==> src/rtl/dtm_pkg.sv <==
package dtm_pkg;
   // word offsets inside one timer bank (software-visible layout)
   localparam int unsigned OFF_COUNT = 0;
   localparam int unsigned OFF_LOAD  = 1;
   localparam int unsigned OFF_BG    = 2;
   localparam int unsigned OFF_CTRL  = 3;
   localparam int unsigned OFF_RAW   = 4;
   localparam int unsigned OFF_MASK  = 5;
   // control word bit positions
   localparam int unsigned CB_EN     = 0;
   localparam int unsigned CB_ONE    = 1;
   localparam int unsigned CB_IE     = 2;
   localparam int unsigned CTRL_W    = 3;
endpackage

==> src/rtl/dtm_addr_dec.sv <==
module dtm_addr_dec #(
   parameter int unsigned ADDR_W   = 5,
   parameter int unsigned OFF_W    = 3,
   parameter int unsigned N_TIMERS = 2
) (
   input  logic [ADDR_W-1:0]   addr,
   output logic [OFF_W-1:0]    off,
   output logic [N_TIMERS-1:0] sel
);
   localparam int unsigned BANK_W = ADDR_W - OFF_W;

   logic [BANK_W-1:0] bank;

   assign bank = addr[ADDR_W-1:OFF_W];
   assign off  = addr[OFF_W-1:0];

   for (genvar i = 0; i < N_TIMERS; i++) begin : g_sel
      assign sel[i] = (bank == BANK_W'(i));
   end
endmodule

==> src/rtl/dtm_channel.sv <==
module dtm_channel
   import dtm_pkg::*;
#(
   parameter int unsigned CNT_W = 32,
   parameter int unsigned OFF_W = 3
) (
   input  logic             clk,
   input  logic             rst_n,
   input  logic             tick,
   input  logic             wr_en,
   input  logic [OFF_W-1:0] off,
   input  logic [CNT_W-1:0] wr_data,
   output logic [CNT_W-1:0] rd_data,
   output logic             irq
);
   localparam logic [OFF_W-1:0] O_COUNT = OFF_W'(OFF_COUNT);
   localparam logic [OFF_W-1:0] O_LOAD  = OFF_W'(OFF_LOAD);
   localparam logic [OFF_W-1:0] O_BG    = OFF_W'(OFF_BG);
   localparam logic [OFF_W-1:0] O_CTRL  = OFF_W'(OFF_CTRL);
   localparam logic [OFF_W-1:0] O_RAW   = OFF_W'(OFF_RAW);
   localparam logic [OFF_W-1:0] O_MASK  = OFF_W'(OFF_MASK);

   logic [CNT_W-1:0]  cnt_q, load_q, bg_q;
   logic [CTRL_W-1:0] ctl_q;
   logic              run_q, raw_q;
   logic              w_load, w_bg, w_ctl, w_raw, expire;

   assign w_load = wr_en && (off == O_LOAD);
   assign w_bg   = wr_en && (off == O_BG);
   assign w_ctl  = wr_en && (off == O_CTRL);
   assign w_raw  = wr_en && (off == O_RAW);
   assign expire = tick && run_q && (cnt_q == '0);

   always_ff @(posedge clk) begin
      if (!rst_n) begin
         cnt_q  <= '0;
         load_q <= '0;
         bg_q   <= '0;
         ctl_q  <= '0;
         run_q  <= 1'b0;
         raw_q  <= 1'b0;
      end else begin
         if (w_load) load_q <= wr_data;
         if (w_bg) begin
            bg_q   <= wr_data;
            load_q <= wr_data;
         end
         if (w_ctl) ctl_q <= wr_data[CTRL_W-1:0];

         // count and run state: a register write outranks a tick
         if (w_ctl) begin
            if (wr_data[CB_EN]) begin
               cnt_q <= load_q;
               run_q <= 1'b1;
            end else begin
               run_q <= 1'b0;
            end
         end else if (w_load && ctl_q[CB_EN]) begin
            cnt_q <= wr_data;
            run_q <= 1'b1;
         end else if (tick && run_q) begin
            if (cnt_q == '0) begin
               if (ctl_q[CB_ONE]) run_q <= 1'b0;
               else               cnt_q <= load_q;
            end else begin
               cnt_q <= cnt_q - 1'b1;
            end
         end

         // raw flag: a set outranks a clear
         if (expire)                  raw_q <= 1'b1;
         else if (w_raw && wr_data[0]) raw_q <= 1'b0;
      end
   end

   assign irq = raw_q & ctl_q[CB_IE];

   always_comb begin
      unique case (off)
         O_COUNT: rd_data = cnt_q;
         O_LOAD:  rd_data = load_q;
         O_BG:    rd_data = bg_q;
         O_CTRL:  rd_data = CNT_W'(ctl_q);
         O_RAW:   rd_data = CNT_W'(raw_q);
         O_MASK:  rd_data = CNT_W'(irq);
         default: rd_data = '0;
      endcase
   end
endmodule

==> src/rtl/dual_dtimer.sv <==
module dual_dtimer #(
   parameter int unsigned CNT_W      = 32,
   parameter int unsigned N_TIMERS   = 2,
   parameter int unsigned BANK_WORDS = 8,
   parameter int unsigned ADDR_W     = 5
) (
   input  logic                clk,
   input  logic                rst_n,
   input  logic                tick,
   input  logic [ADDR_W-1:0]   bus_addr,
   input  logic                bus_we,
   input  logic [CNT_W-1:0]    bus_wdata,
   output logic [CNT_W-1:0]    bus_rdata,
   output logic [N_TIMERS-1:0] irq
);
   localparam int unsigned OFF_W = $clog2(BANK_WORDS);

   // elaboration-time parameter checks
   if (BANK_WORDS < 6 || (BANK_WORDS & (BANK_WORDS - 1)) != 0) begin : g_bad_bank
      $error("BANK_WORDS must be a power of two of at least 6");
   end
   if (ADDR_W <= OFF_W || N_TIMERS * BANK_WORDS > (1 << ADDR_W)) begin : g_bad_addr
      $error("ADDR_W too small for N_TIMERS banks");
   end
   if (CNT_W < dtm_pkg::CTRL_W || N_TIMERS < 1) begin : g_bad_cnt
      $error("CNT_W or N_TIMERS out of range");
   end

   logic [OFF_W-1:0]    off;
   logic [N_TIMERS-1:0] sel;
   logic [CNT_W-1:0]    ch_rd [N_TIMERS];

   dtm_addr_dec #(
      .ADDR_W  (ADDR_W),
      .OFF_W   (OFF_W),
      .N_TIMERS(N_TIMERS)
   ) dec_i (
      .addr(bus_addr),
      .off (off),
      .sel (sel)
   );

   for (genvar i = 0; i < N_TIMERS; i++) begin : g_ch
      dtm_channel #(
         .CNT_W(CNT_W),
         .OFF_W(OFF_W)
      ) ch_i (
         .clk    (clk),
         .rst_n  (rst_n),
         .tick   (tick),
         .wr_en  (bus_we && sel[i]),
         .off    (off),
         .wr_data(bus_wdata),
         .rd_data(ch_rd[i]),
         .irq    (irq[i])
      );
   end

   always_comb begin
      bus_rdata = '0;
      for (int i = 0; i < N_TIMERS; i++) begin
         if (sel[i]) bus_rdata = bus_rdata | ch_rd[i];
      end
   end
endmodule

==> config.mk <==
export PLATFORM = sky130hd
export DESIGN_NAME = dual_dtimer
export DESIGN_NICKNAME = d
export VERILOG_FILES = /design/src/rtl/dtm_pkg.sv /design/src/rtl/dtm_addr_dec.sv /design/src/rtl/dtm_channel.sv /design/src/rtl/dual_dtimer.sv
export SDC_FILE = /design/constraint.sdc
export NUM_CORES = 1
export LEC_CHECK = 0
export BUFFER_PORTS_ARGS = -buffer_cell sky130_fd_sc_hd__buf_4
export CAP_MARGIN = 20
export CORE_MARGIN = 3
export CORE_UTILIZATION = 53
export CTS_BUF_LIST = sky130_fd_sc_hd__clkbuf_8
export CTS_CLUSTER_SIZE = 10
export DETAILED_ROUTE_END_ITERATION = 16
export PLACE_DENSITY = 0.71
export SYNTH_ARGS = -nofsm -noshare
export SYNTH_HDL_FRONTEND = slang
export SYNTH_HIERARCHICAL = 1
export SYNTH_SLANG_ARGS = --single-unit
==> constraint.sdc <==
create_clock -name clk -period 3.33 [get_ports clk]
set_input_delay 0.666 -clock clk [delete_from_list [all_inputs] [get_ports clk]]
set_output_delay 0.666 -clock clk [all_outputs]
set_load 0.005 [all_outputs]
## After elaboration in Yosys (flattened, before gate mapping)

Cells that the tools add are included.
W data, S select, Z words.

| word-level totals | value |
|---|---|
| output and inout port bits | 34 |
| flip-flop bits (word level) | 202 |
| input bits | 41 |

| cells by class | value |
|---|---|
| add/sub/neg operators | 2 |
| reduce and logical (&&, ||, !) cells | 36 |
| equality and inequality tests | 10 |
| bitwise operators | 3 |
| multiplexer cells | 35 |

Operator list:

| kind | number |
|---|---|
| $mux W32 | 18 |
| $pmux W32 S6 | 2 |
| $logic_not A32 Y1 | 2 |
| $sub A32 B1 Y32 const B | 2 |
| $or A32 B32 Y32 | 1 |
| $logic_and A1 B1 Y1 | 18 |
| $reduce_bool A3 Y1 | 6 |
| $mux W1 | 15 |
| $reduce_and A3 Y1 | 4 |
| $ne A4 B4 Y1 const B | 2 |
| $reduce_bool A2 Y1 | 4 |
| $eq A3 B2 Y1 const B | 2 |
| $eq A3 B3 Y1 const B | 2 |
| $ne A2 B2 Y1 const B | 2 |
| $eq A3 B1 Y1 const B | 1 |
| $logic_not A3 Y1 | 1 |
| $and A1 B1 Y1 | 2 |
| $eq A2 B1 Y1 const B | 1 |
| $logic_not A2 Y1 | 1 |

## Longest topological paths before layout

| depth | value |
|---|---|
| word-level depth | 6 |
| gate-level depth with buffers | 12 |
| gate-level depth less buffers | 8 |

## By module

The synthesis kept the hierarchy.

By module, submodules not included:

| module | cells an instance | sequential area each (µm²) | times used | area each (µm²) |
|---|---|---|---|---|
| dtm_channel at g_ch[0].ch_i | 798 | 2,021.9 | 1 | 6,113.4 |
| dtm_channel at g_ch[1].ch_i | 804 | 2,021.9 | 1 | 5,977.0 |
| dual_dtimer | 42 | 0.0 | 1 | 394.1 |
| dtm_addr_dec | 5 | 0.0 | 1 | 35.0 |

## Least setup slack after synthesis

Ideal clock, no wire load.

| timing path | value |
|---|---|
| path type | input to register |
| start | in bus_addr[3] |
| end | reg g_ch[1].ch_i.cnt_q[16] |
| buffers on the path | 4 |
| slack | 0.434 ns |
| cell stages on the path | 12 |
| data required time | 3.249 ns |
| setup time | 0.081 ns |
| arrival time | 2.815 ns |
| path through | nor2b_2 buf_6 buf_6 and2_1 and3b_1 and3b_1 clkbuf_1 a21oi_1 a31oi_1 clkbuf_1 o21ai_0 a41oi_1 |

| between the ends | value |
|---|---|
| word-level cells in the longest chain between the ends | 6 |

Ends and longest elaborated chain:

| item | line | RTL |
|---|---|---|
| start, declared | dual_dtimer.sv:10 | `input logic [ADDR_W-1:0] bus_addr,` |
| $eq A2 B1 Y1 (*) | dtm_addr_dec.sv:18 | `assign sel[i] = (bank == BANK_W'(i));` |
| $logic_and A1 B1 Y1 (*) | dual_dtimer.sv:51 | `.wr_en (bus_we && sel[i]),` |
| $logic_and A1 B1 Y1 | dtm_channel.sv:28 | `assign w_load = wr_en && (off == O_LOAD);` |
| $logic_and A1 B1 Y1 | dtm_channel.sv:58 | `end else if (w_load && ctl_q[CB_EN]) begin` |
| $ne A4 B4 Y1 (no source line) (tied with other cells) | -- |  |
| $reduce_and A3 Y1 (no source line) / $mux W32 (equally long branches) | -- |  |
| end signal, assigned | dtm_channel.sv:59 | `cnt_q <= wr_data;` |
| end signal, assigned | dtm_channel.sv:64 | `else cnt_q <= load_q;` |
| end signal, assigned | dtm_channel.sv:66 | `cnt_q <= cnt_q - 1'b1;` |
| end, declared | dtm_channel.sv:23 | `logic [CNT_W-1:0] cnt_q, load_q, bg_q;` |

Mark *: on every way between the ends. The rest lies on a longest branch, timed or not.
A chain may end at the register's enable or synchronous reset.

==> metrics.md <==
| Metric | Value |
|---|---|
| Worst Path Max Fanout | 28 |
| Worst Clk Skew | between 0.01 and 0.015 ns |
| Number of diodes | 0 |
| RD Place Congestion | 0.956 |
| Worst slew margin | 35.4% |
| Antenna Nets Post-Route | 0 |
| Via count | ~12000 |
| WP data required | approximately 2.7 ns |
| Drt via density | roughly 6.2 |
| CTS max path bufs | 3 |
| Clock sinks | 202 |
| CP startpoint kind | input port |
| First-pass GRT wire length | 65.1 mm |
| CP endpoint kind | output pin |
| TNS Setup | 0 ns |
| P per Cell Area | 435 mW/mm² |
| Worst R2R End | g_ch[1].ch_i/cnt_q[15] |
| R2R Setup Slk | 0.42 ns |
| Fin crit share | 88.4% |
| Initial DRT Pass Iterations | 5 |
| Unrepaired setup endpoints after global routing | false |
| Yosys cell types | 81 |
| Std-Cell Rows | 55 |
| Hold Buf Count CTS | 0 |
| Slew Viols, Final | 0 |
| IO Port Bufs | 74 |
| Setup WS post-layout | between 0.3 and 0.4 ns |
| Hpwl dp | 28.2 mm |
| Status | finished, final reports clean |
| TritonCTS clock tree | built |
| IO Count | 75 |
| CP max stage delay | roughly 0.33 ns |
| Internal | approximately 4300 µW |
| Synth warn | 6 |
| DRT Wirelength | 41.0 mm |
| Post-synth net total | 1694 |
| Die Ht | 160 µm |
| Max-Cap Viols | 0 |
| Number of synthesized register bits | 202 |
| Synth Area per Inst | ~7.6 µm² |
| Total grt overflow | 0 |
| Final hold vios | 0 |
| Synth Flop Type | dfxtp_1 |
| Slowest CP cell | mux2i_1 |
| Final Power | 6140 µW |
| Worst hold path class | input port to register |
| Initial antenna violation count | 0 |
| Post-CTS Setup Inserts | 0 |
| Clock latency at the later pin of the worst-skew pair | 0.53 ns |
| Async S/R FF share, synth | 0% |
| Post-cts resize count | 0 |
| Routed WL per cell | 20.3 µm |
| Chip Width | 160 µm |
| Std-Cell Core Area | 0.0229 mm² |
| Nets | 1724 |
| Sw Share | 29.9% |
| Post-synth EDFFs | 0 |
| Clock-pin slew on the worst setup and hold paths | 0.06 ns |
| Reg2reg start | g_ch[1].ch_i/cnt_q[13] |
| Initial Util | a little over half |
| H-tree depth | 2 |
| Fillers | 2086 |
| LEAKAGE | 0.00544 µW |
| Layout Area Growth over Synthesis | 12.6% |
| Die ar. | around 0.026 mm² |
| # setup viols final | 0 |
| Synth Cell Area | about 0.013 mm² |
| Crit path cell chain | buf_4 > buf_12 > mux2i_1 > nor2_1 > a21oi_1 > nor2_1 > a22o_1 > buf_4 |
| Worst setup path start | bus_addr[0] |
| Post-layout min period | 2.94 ns |
| Largest net degree at the start of global routing | 59 |
| Worst path arrival time | 2.28 ns |
| Global-route usage over all layers | 31.0% |
| Sequential element share of the synthesized area | between 30% and 40% |
| Sequential power share | 40.4% |
| Worst-Margin Slew | between 0.9 and 1 ns |
| Crit path capture | bus_rdata[18] |
| DRC viols | 0 |
| Comb power frac | 18.7% |
| Reg2reg path depth | 7 |
| Setup slack at placement | 0.429 ns |
| Syn Inst Count | between 1500 and 2000 |
| Achievable frequency | about 0.34 GHz |
| Layout cells sized above 1 | between 10% and 20% |
| Clock buffer count from CTS | 38 |
| Setup CP Type | input port to output pin |
| Vias in the first global route | 11600 |
| WHS | about 0.45 ns |
| Clk root buf | clkbuf_8 |
| Detailed Route Iter0 Violations | 1336 |
| Switching power | 1830 µW |
| Clock Power Share | around two fifths |
| VDD IR max | 0.608 mV |
==> registers in the layout (all words and copies together) (netlist names) <==
signal and cells:
g_ch.ch_i/bg_q 64, g_ch.ch_i/cnt_q 64, g_ch.ch_i/load_q 64, g_ch.ch_i/ctl_q 6, g_ch.ch_i/raw_q 2, g_ch.ch_i/run_q 2
==> how the worst min path moves through the flow <==
stage	start	endpoint	cells past startpoint
after global routing	bus_wdata[19]	g_ch[0].ch_i/bg_q[19]	3
after floorplan	g_ch[0].ch_i/bg_q[2]	g_ch[0].ch_i/bg_q[2]	2
after global placement	g_ch[1].ch_i/bg_q[2]	g_ch[1].ch_i/bg_q[2]	2
after CTS	bus_wdata[21]	g_ch[0].ch_i/bg_q[21]	3
final	bus_wdata[9]	g_ch[0].ch_i/load_q[9]	3
after detailed placement	g_ch[1].ch_i/bg_q[3]	g_ch[1].ch_i/bg_q[3]	2
==> critical path, delay by kind of cell <==
family	cells	cell delay (ns)
buf+inv	3	0.71
compound gates	2	0.41
mux	1	0.33
simple gates	2	0.12
==> layout by cell type (no fill, tap or decap), types with 7 or more instances in the layout <==
cell	instances
a21oi_1	119
a22o_1	36
o21ai_0	69
nand2_1	329
a221oi_1	34
nor2b_1	12
xnor2_1	24
o21a_1	7
dfxtp_1	202
a21o_1	10
a221o_1	12
buf_4	129
a211oi_1	10
nor4_1	21
nand4_1	10
clkbuf_8	50
inv_1	20
a21boi_0	135
a31oi_1	7
nor2_1	160
o221a_1	11
o21ai_1	7
nor3_1	28
mux2i_1	61
or3_1	10
o211ai_1	20
xor2_1	17
and2_1	15
a22oi_1	8
nand3_1	27
==> routing by layer <==
metal | share of wire [%] | vias up | wire (µm) | global-route usage (%)
met5 | 0 | - | 0 | 0
met4 | 2.8 | 0 | 1150 | 9.79
met3 | 7.9 | 85 | 3260 | 4.54
met2 | 45 | 516 | 18600 | 48.3
met1 | 44 | 5875 | 18000 | 44.2
li1 | - | 5959 | - | -
==> cells in the mapped netlist, drive strengths merged (4+ instances only) <==
cell	instances	area share (%)
a221o	12	0.96
inv	9	0.27
or2	5	0.25
nor2b	15	0.77
o211ai	20	1.2
a21oi	119	4.8
a22o	36	2.5
a221oi	34	2.4
mux2i	61	4.9
and3b	6	0.43
nand4	12	0.77
a31oi	8	0.40
a21boi	136	8.2
a22oi	8	0.48
nor2	161	4.8
and4	4	0.28
o221a	11	0.99
nand3	27	1.1
and3	4	0.20
xnor2	24	1.7
nand2	329	9.9
nor3	30	1.4
a211oi	10	0.60
xor2	17	1.2
and2	17	0.86
ha	4	0.40
o21a	7	0.42
dfxtp	202	32
buf	49	2.8
a21o	10	0.60
o21ai	80	3.3
o22ai	5	0.25
clkbuf	95	2.8
or3	10	0.50
nor4	26	1.7
==> power by group through the flow <==
stage                     clock network, µW  logic (µW)  registers, µW
after global routing                   2670        1240           2480
after detailed placement                  0        1130           2530
final                                  2510        1150           2480
after CTS                              2560        1130           2480
after floorplan                           0         813           2520
after global placement                    0        1120           2530
==> kinds of logic after synthesis <==
group / count (synthesis) / synth area share, %
and+or+nand+nor: 665 / 24.3
AOI/OAI and AO/OA: 519 / 28.7
DFF: 202 / 32.3
buffers and inverters: 153 / 5.89
muxes: 65 / 5.51
xor gates and xnor gates: 41 / 2.87
adders and majority gates: 4 / 0.400
==> per-stage QoR <==
stage | area, µm² | instances | util [%]
after global placement | 13300 | 1952 | 58.1
final | 14100 | 2020 | 61.5
after floorplan | 12500 | 1649 | -
after detailed placement | 13300 | 1952 | 58.1
after CTS | 14100 | 2020 | 61.5
after global routing | 14100 | 2020 | 61.5
==> final cells by class <==
cell class,instances,area [µm²],area share [%]
multi-input cells,1294,7770,55.1
clock buffers,50,688,4.88
repair buffers,134,1070,7.58
clock inverters,18,106,0.754
flip-flops and latches,202,4040,28.7
inverters,9,33.8,0.240
well taps,313,392,2.78
(Power assumes the default switching activity.)
